--- src/rtl/seg_sar_pkg.sv ---
package seg_sar_pkg;
   typedef enum logic [2:0] {
      PH_IDLE,
      PH_ACQ,
      PH_SIGN,
      PH_SETUP,
      PH_CHORD,
      PH_LIN,
      PH_DONE
   } phase_t;
endpackage

--- src/rtl/seg_sar_timer.sv ---
module seg_sar_timer #(
   parameter int CNT_W = 4
) (
   input  logic             clk,
   input  logic             rst_n,
   input  logic             run,
   input  logic [CNT_W-1:0] len_m1,
   output logic             expire
);
   logic [CNT_W-1:0] cnt_q;

   assign expire = run && (cnt_q == len_m1);

   always_ff @(posedge clk or negedge rst_n) begin
      if (!rst_n)             cnt_q <= '0;
      else if (!run || expire) cnt_q <= '0;
      else                    cnt_q <= cnt_q + 1'b1;
   end
endmodule

--- src/rtl/seg_sar_plates.sv ---
module seg_sar_plates
   import seg_sar_pkg::*;
#(
   parameter int NCHORD = 8,
   parameter int CW     = 3
) (
   input  phase_t            phase,
   input  logic              neg,
   input  logic [CW-1:0]     cidx,
   output logic [NCHORD-1:0] plate_sel,
   output logic              pol_sw
);
   logic searching;
   assign searching = (phase == PH_SETUP) || (phase == PH_CHORD) || (phase == PH_LIN);
   assign pol_sw    = !(neg && searching);

   for (genvar i = 0; i < NCHORD; i++) begin : g_cap
      logic moved;
      always_comb begin
         unique case (phase)
            PH_CHORD: moved = (i <= int'(cidx));
            PH_LIN:   moved = (i <  int'(cidx));
            default:  moved = 1'b0;
         endcase
      end
      // outside the search every plate rests on the reference
      assign plate_sel[i] = searching ? (moved ^ neg) : 1'b1;
   end
endmodule

--- src/rtl/seg_sar_linear.sv ---
module seg_sar_linear #(
   parameter int SW = 4
) (
   input  logic          clk,
   input  logic          rst_n,
   input  logic          clear,
   input  logic          step,
   input  logic          keep,
   output logic [SW-1:0] trial,
   output logic [SW-1:0] resolved,
   output logic          last
);
   logic [SW-1:0] acc_q, mask_q;
   localparam logic [SW-1:0] MSB = {1'b1, {(SW-1){1'b0}}};

   assign trial    = acc_q;
   assign resolved = keep ? acc_q : (acc_q & ~mask_q);
   assign last     = mask_q[0];

   always_ff @(posedge clk or negedge rst_n) begin
      if (!rst_n) begin
         acc_q  <= '0;
         mask_q <= '0;
      end else if (clear) begin
         acc_q  <= MSB;
         mask_q <= MSB;
      end else if (step) begin
         acc_q  <= resolved | (mask_q >> 1);
         mask_q <= mask_q >> 1;
      end
   end
endmodule

--- src/rtl/seg_sar_pack.sv ---
module seg_sar_pack #(
   parameter int CODE_W     = 8,
   parameter bit INVERT_OUT = 1'b1
) (
   input  logic              clk,
   input  logic              rst_n,
   input  logic              load,
   input  logic [CODE_W-1:0] raw,
   output logic [CODE_W-1:0] code
);
   logic [CODE_W-1:0] wire_form;

   if (INVERT_OUT) begin : g_inv
      assign wire_form = ~raw;
   end else begin : g_plain
      assign wire_form = raw;
   end

   always_ff @(posedge clk or negedge rst_n) begin
      if (!rst_n)    code <= '0;
      else if (load) code <= wire_form;
   end
endmodule

--- src/rtl/seg_sar_seq.sv ---
module seg_sar_seq
   import seg_sar_pkg::*;
#(
   parameter int NCHORD     = 8,
   parameter int SW         = 4,
   parameter int TAP_RES    = 32,
   parameter int ACQ_CYC    = 4,
   parameter int SETTLE     = 2,
   parameter bit INVERT_OUT = 1'b1,
   localparam int CW        = $clog2(NCHORD),
   localparam int TAP_W     = $clog2(TAP_RES + 1),
   localparam int CODE_W    = 1 + CW + SW
) (
   input  logic              clk,
   input  logic              rst_n,
   input  logic              frame_tick,
   input  logic              cmp_hi,
   output logic              sample_en,
   output logic              pol_sw,
   output logic [NCHORD-1:0] plate_sel,
   output logic              tap_en,
   output logic [CW-1:0]     tap_cap,
   output logic [TAP_W-1:0]  tap_code,
   output logic              done,
   output logic [CODE_W-1:0] code_out
);
   localparam int TAP_SHIFT = $clog2(TAP_RES) - SW;
   localparam int LONGEST   = (ACQ_CYC > SETTLE) ? ACQ_CYC : SETTLE;
   localparam int CNT_W     = $clog2(LONGEST + 1);
   localparam logic [CW-1:0] LAST_SEARCH = CW'(NCHORD - 2);
   localparam logic [CW-1:0] TOP_CHORD   = CW'(NCHORD - 1);

   if (NCHORD < 2 || (1 << CW) != NCHORD) begin : g_bad_chord
      $error("NCHORD must be a power of two of at least 2");
   end
   if (TAP_SHIFT < 0 || (1 << $clog2(TAP_RES)) != TAP_RES) begin : g_bad_tap
      $error("TAP_RES must be a power of two covering the step width");
   end
   if (SETTLE < 1 || ACQ_CYC < 1) begin : g_bad_time
      $error("SETTLE and ACQ_CYC must be at least 1");
   end

   phase_t          phase_q;
   logic            neg_q;
   logic [CW-1:0]   cidx_q;
   logic            expire, run, keep, lin_last;
   logic [CNT_W-1:0] len_m1;
   logic [SW-1:0]   trial, resolved;

   assign run    = (phase_q != PH_IDLE) && (phase_q != PH_DONE);
   assign len_m1 = (phase_q == PH_ACQ) ? CNT_W'(ACQ_CYC - 1) : CNT_W'(SETTLE - 1);
   // comparator still agrees with the sign: the decision level is not yet passed
   assign keep   = (cmp_hi == !neg_q);

   seg_sar_timer #(.CNT_W(CNT_W)) i_timer (
      .clk(clk), .rst_n(rst_n), .run(run), .len_m1(len_m1), .expire(expire)
   );

   always_ff @(posedge clk or negedge rst_n) begin
      if (!rst_n) begin
         phase_q <= PH_IDLE;
         neg_q   <= 1'b0;
         cidx_q  <= '0;
      end else begin
         unique case (phase_q)
            PH_IDLE:  if (frame_tick) phase_q <= PH_ACQ;
            PH_ACQ:   if (expire) phase_q <= PH_SIGN;
            PH_SIGN:  if (expire) begin
                         neg_q   <= !cmp_hi;
                         phase_q <= PH_SETUP;
                      end
            PH_SETUP: if (expire) begin
                         cidx_q  <= '0;
                         phase_q <= PH_CHORD;
                      end
            PH_CHORD: if (expire) begin
                         if (!keep) begin
                            phase_q <= PH_LIN;
                         end else if (cidx_q == LAST_SEARCH) begin
                            cidx_q  <= TOP_CHORD;
                            phase_q <= PH_LIN;
                         end else begin
                            cidx_q  <= cidx_q + 1'b1;
                         end
                      end
            PH_LIN:   if (expire && lin_last) phase_q <= PH_DONE;
            PH_DONE:  phase_q <= PH_IDLE;
            default:  phase_q <= PH_IDLE;
         endcase
      end
   end

   seg_sar_plates #(.NCHORD(NCHORD), .CW(CW)) i_plates (
      .phase(phase_q), .neg(neg_q), .cidx(cidx_q),
      .plate_sel(plate_sel), .pol_sw(pol_sw)
   );

   seg_sar_linear #(.SW(SW)) i_linear (
      .clk(clk), .rst_n(rst_n),
      .clear(phase_q == PH_SETUP),
      .step(phase_q == PH_LIN && expire),
      .keep(keep),
      .trial(trial), .resolved(resolved), .last(lin_last)
   );

   seg_sar_pack #(.CODE_W(CODE_W), .INVERT_OUT(INVERT_OUT)) i_pack (
      .clk(clk), .rst_n(rst_n),
      .load(phase_q == PH_LIN && expire && lin_last),
      .raw({neg_q, cidx_q, resolved}),
      .code(code_out)
   );

   assign sample_en = (phase_q == PH_ACQ);
   assign tap_en    = (phase_q == PH_LIN);
   assign tap_cap   = cidx_q;
   assign tap_code  = TAP_W'(trial) << TAP_SHIFT;
   assign done      = (phase_q == PH_DONE);
endmodule

--- config.mk ---
export PLATFORM = sky130hd
export DESIGN_NAME = seg_sar_seq
export DESIGN_NICKNAME = d
export VERILOG_FILES = /design/src/rtl/seg_sar_pkg.sv /design/src/rtl/seg_sar_timer.sv /design/src/rtl/seg_sar_plates.sv /design/src/rtl/seg_sar_linear.sv /design/src/rtl/seg_sar_pack.sv /design/src/rtl/seg_sar_seq.sv
export SDC_FILE = /design/constraint.sdc
export NUM_CORES = 1
export LEC_CHECK = 0
export BUFFER_PORTS_ARGS = -buffer_cell sky130_fd_sc_hd__buf_2
export CAP_MARGIN = 5
export CORE_ASPECT_RATIO = 1.25
export CORE_UTILIZATION = 40
export DETAILED_ROUTE_END_ITERATION = 12
export GPL_ROUTABILITY_DRIVEN = 0
export GPL_TIMING_DRIVEN = 0
export PLACE_DENSITY = 0.65
export SLEW_MARGIN = 20
export SYNTH_ARGS = -nofsm -noshare
export SYNTH_HDL_FRONTEND = slang
export SYNTH_SLANG_ARGS = --single-unit
--- constraint.sdc ---
create_clock -name clk -period 4.8 [get_ports clk]
set_input_delay 0.96 -clock clk [delete_from_list [all_inputs] [get_ports clk]]
set_output_delay 0.96 -clock clk [all_outputs]
set_load 0.02 [all_outputs]
==> run summary <==
WORST SETUP PATH
--------------------------------------------------------------------------------
Crit Reg-Reg Startpoint                                             tap_cap[0]$_DFFE_PN0P_
Worst path max stage delay                                               0.43 ns
Crit path max fanout                                                          10
Req. time, crit path                                                     3.84 ns
Cell type of the slowest stage on the worst timing path             sky130_fd_sc_hd__dfrtp_1
Count of cell instances traversed by the critical path                         8
R2r setup slk                                                            3.07 ns
Crit path cell chain                                                clkbuf_1 -> inv_1 -> ha_1 -> nor2b_1 -> o31ai_1 -> a21oi_1 -> o22a_1 -> buf_2
Arrival time of the worst setup path                                     2.22 ns
Worst Setup SP                                                      tap_cap[1]$_DFFE_PN0P_
CP top delay family                                                 buffers and inverters
Capture instance of the worst register-to-register path             tap_cap[2]$_DFFE_PN0P_
Critical path buffers and inverters                                            3
Kind of start point of the critical path                                    flop
WS Path Type                                                             reg2out
Endpoint class of the critical path                                   output pin
Endpoint of the worst setup timing path                             plate_sel[4]
Count of cells along the worst register-to-register path                       5

CLOCK TREE
--------------------------------------------------------------------------------
Buffer levels on the longest clock path                                        2
Clock slew at reported path FFs                                          0.09 ns
Clock tree sinks                                                              26
Post-cts resize count                                                          0
H-tree lvl count                                                               1
Setup bufs post-CTS                                                            0
Number of buffers inserted during clock tree synthesis                         3
CTS Root Buffer Type                                                sky130_fd_sc_hd__clkbuf_8
Quantity of hold-fixing buffers added after cts                                0
Clock tree from TritonCTS                                                  built
Later-pin clock latency in the skew report                               0.28 ns

FLOORPLAN
--------------------------------------------------------------------------------
Core area                                                             3820 sq um
Height of the chip                                                       72.9 um
Floorplan die area                                                    4280 sq um
Die X                                                                    58.7 um
Cell row count                                                                25
Number of top-level pins                                                      33
Initial Util                                                               0.422

TIMING
--------------------------------------------------------------------------------
Final sum of negative setup slack                                           0 ns
Relative slew margins                                                      0.545
Unrepaired setup endpoints after global routing                            false
Setup slack after layout                                                 1.62 ns
Shortest clock period the worst path allows after layout                 3.18 ns
Final clock skew                                                      0.00681 ns
Max-slew violation count                                                       0
Post-route clock period utilization                                        0.663
Least-Margin Pin Slew                                                   0.682 ns
Final Hold Vio Count                                                           0
Final setup fails                                                              0
Achievable Freq                                                          314 MHz

DRT
--------------------------------------------------------------------------------
Uppermost layer routed                                                      met4
Length of routed met2 wiring                                             1620 um
Sum of met3 wire segment lengths after detailed routing                   134 um
Routed wirelength normalized by instance count                           13.5 um
Residual DRC                                                                   0
Residual antenna-violating net count after detailed routing                    0
Mean number of vias per cell                                                5.35
Post-route met1 wirelength                                               1770 um
Total vias in the final route                                              1,418
Initial DRC count                                                             39
First drt pass iteration count                                                 4
Drt total wl                                                             3590 um

SYNTH
--------------------------------------------------------------------------------
Average footprint of a synthesized cell                               9.14 sq um
Fraction of registers with async set or reset after synthesis               1.00
Count of different cell masters after synthesis                               44
Post-synth EDFFs                                                               0
Synth Warn #                                                                   0
Commonest register cell after synthesis                             sky130_fd_sc_hd__dfrtp_1
Number of synthesized register bits                                           26
Post-Synthesis Cell Area                                              1610 sq um
Mapped Cells                                                                 176
Share of the yosys chip area belonging to registers                        0.404

GLOBAL ROUTING
--------------------------------------------------------------------------------
Overall routing resource usage                                             0.176
Total grt overflow                                                             0
Initial antenna violation count                                                0
Number of global-route vias before repair                                  1,259
Pin count of the biggest net entering global routing                          27
Wire length of the first global-routing pass                             5810 um

CELLS AND AREA
--------------------------------------------------------------------------------
Synthesis-to-layout area growth                                            18.2%
Most frequent cells in the layout                                   sky130_fd_sc_hd__buf_2, sky130_fd_sc_hd__dfrtp_1, sky130_fd_sc_hd__nand2_1, sky130_fd_sc_hd__a21oi_1
Antenna Diode Count                                                            0
Most common cell after layout, fill and taps aside                  sky130_fd_sc_hd__buf_2
Net count of the finished layout                                             221
Fillers                                                                      409
Ratio of cells with drive above 1 in the final layout                      0.232
Fraction of the core area covered by cells at the end of the flow          0.498

POWER AND IR DROP
--------------------------------------------------------------------------------
Post-layout total power                                               0.000931 W
Power density relative to cell area                                  490 nW/um^2
Static Leak                                                             0.841 nW
Peak VDD IR                                                             0.218 mV

MIN PATH
--------------------------------------------------------------------------------
Class of the worst hold path                                             reg2reg

STATUS
--------------------------------------------------------------------------------
Outcome                                                             finished, final reports clean

PLACE
--------------------------------------------------------------------------------
Final HPWL from detailed placement                                       2540 um
Post-Place Worst Slack                                                   1.96 ns
Quantity of I/O buffers inserted on ports                                     30

FLOW RUN
--------------------------------------------------------------------------------
Max-cap viol count                                                             0

[layout make-up]
cell class | instances | area (sq um) | area share
well taps | 54 | 67.6 | 0.0355
clock inverters | 1 | 30.0 | 0.0158
repair buffers | 30 | 150 | 0.0789
plain buffers | 13 | 78.8 | 0.0414
multi-input cells | 133 | 865 | 0.455
inverters | 5 | 18.8 | 0.00987
clock buffers | 3 | 41.3 | 0.0217
flip-flops and latches | 26 | 651 | 0.342
[cells by family after synthesis]
group / count (synthesis) / synth area share
AO/OA/AOI/OAI: 63 / 0.268
XOR/XNOR: 3 / 0.0163
adder cells (fa/ha/maj): 5 / 0.0389
buffers and inverters: 18 / 0.0607
flip-flops: 26 / 0.404
multiplexers: 1 / 0.00622
other: 1 / 0.00233
AND/OR/NAND/NOR: 59 / 0.203
[power by group]
group | total [W] | switching [W] | internal (W)
Clock | 0.000183 | 0.0000712 | 0.000112
Combinational | 0.000438 | 0.000256 | 0.000181
Sequential | 0.000311 | 0.0000526 | 0.000258
[Yosys cell counts, types with 2 or more instances]
| master | instances | area share |
|---|---|---|
| sky130_fd_sc_hd__nor3b_1 | 2 | 0.0093 |
| sky130_fd_sc_hd__a21oi_1 | 17 | 0.053 |
| sky130_fd_sc_hd__nor3_1 | 3 | 0.0093 |
| sky130_fd_sc_hd__a41oi_1 | 2 | 0.011 |
| sky130_fd_sc_hd__nor2b_1 | 8 | 0.031 |
| sky130_fd_sc_hd__ha_1 | 5 | 0.039 |
| sky130_fd_sc_hd__o22a_1 | 7 | 0.038 |
| sky130_fd_sc_hd__o21ai_1 | 5 | 0.016 |
| sky130_fd_sc_hd__clkbuf_1 | 3 | 0.0070 |
| sky130_fd_sc_hd__a32o_1 | 2 | 0.012 |
| sky130_fd_sc_hd__a31oi_1 | 4 | 0.016 |
| sky130_fd_sc_hd__xnor2_1 | 2 | 0.011 |
| sky130_fd_sc_hd__dfrtp_1 | 26 | 0.40 |
| sky130_fd_sc_hd__buf_6 | 2 | 0.014 |
| sky130_fd_sc_hd__buf_2 | 6 | 0.019 |
| sky130_fd_sc_hd__nand3_1 | 4 | 0.012 |
| sky130_fd_sc_hd__a22o_1 | 4 | 0.022 |
| sky130_fd_sc_hd__a21o_1 | 7 | 0.033 |
| sky130_fd_sc_hd__nor2_1 | 8 | 0.019 |
| sky130_fd_sc_hd__buf_4 | 2 | 0.0093 |
| sky130_fd_sc_hd__o21ai_0 | 6 | 0.019 |
| sky130_fd_sc_hd__inv_1 | 5 | 0.012 |
| sky130_fd_sc_hd__nand3b_1 | 2 | 0.0093 |
| sky130_fd_sc_hd__nand2_1 | 18 | 0.042 |
| sky130_fd_sc_hd__nand2b_1 | 5 | 0.019 |
| sky130_fd_sc_hd__and2_1 | 3 | 0.012 |
[routing by layer]
| metal | track usage | vias up |
|---|---|---|
| met5 | 0 | - |
| li1 | - | 706 |
| met1 | 0.248 | 668 |
| met3 | 0.0213 | 7 |
| met4 | 0.0661 | 0 |
| met2 | 0.277 | 37 |
[worst min-delay path by stage]
stage / start / end / slack, ns / cells past startpoint
after floorplan: i_timer.cnt_q[0]$_DFF_PN0_ / i_timer.cnt_q[0]$_DFF_PN0_ / 0.46 / 1
after global placement: i_pack.code[2]$_DFFE_PN0P_ / i_pack.code[2]$_DFFE_PN0P_ / 0.45 / 1
after detailed placement: i_pack.code[2]$_DFFE_PN0P_ / i_pack.code[2]$_DFFE_PN0P_ / 0.46 / 1
after CTS: i_pack.code[2]$_DFFE_PN0P_ / i_pack.code[2]$_DFFE_PN0P_ / 0.48 / 1
after global routing: i_pack.code[2]$_DFFE_PN0P_ / i_pack.code[2]$_DFFE_PN0P_ / 0.50 / 1
final: i_pack.code[2]$_DFFE_PN0P_ / i_pack.code[2]$_DFFE_PN0P_ / 0.48 / 1
[metrics by stage]
stage	hold slack, ns	cell area (sq um)	std cells
after floorplan	0.460	1610	177
after global placement	0.453	1830	261
after detailed placement	0.461	1830	261
after CTS	0.483	1900	265
after global routing	0.498	1900	265
final	0.476	1900	265
[sequential cells by signal, summed over array words and instances (netlist names)]
signal and flops:
i_pack.code 8, i_timer.cnt_q 3, i_linear.mask_q 4, i_linear.trial 4, phase_q 3, neg_q 1
tap_cap 3
(Power assumes the default switching activity.)
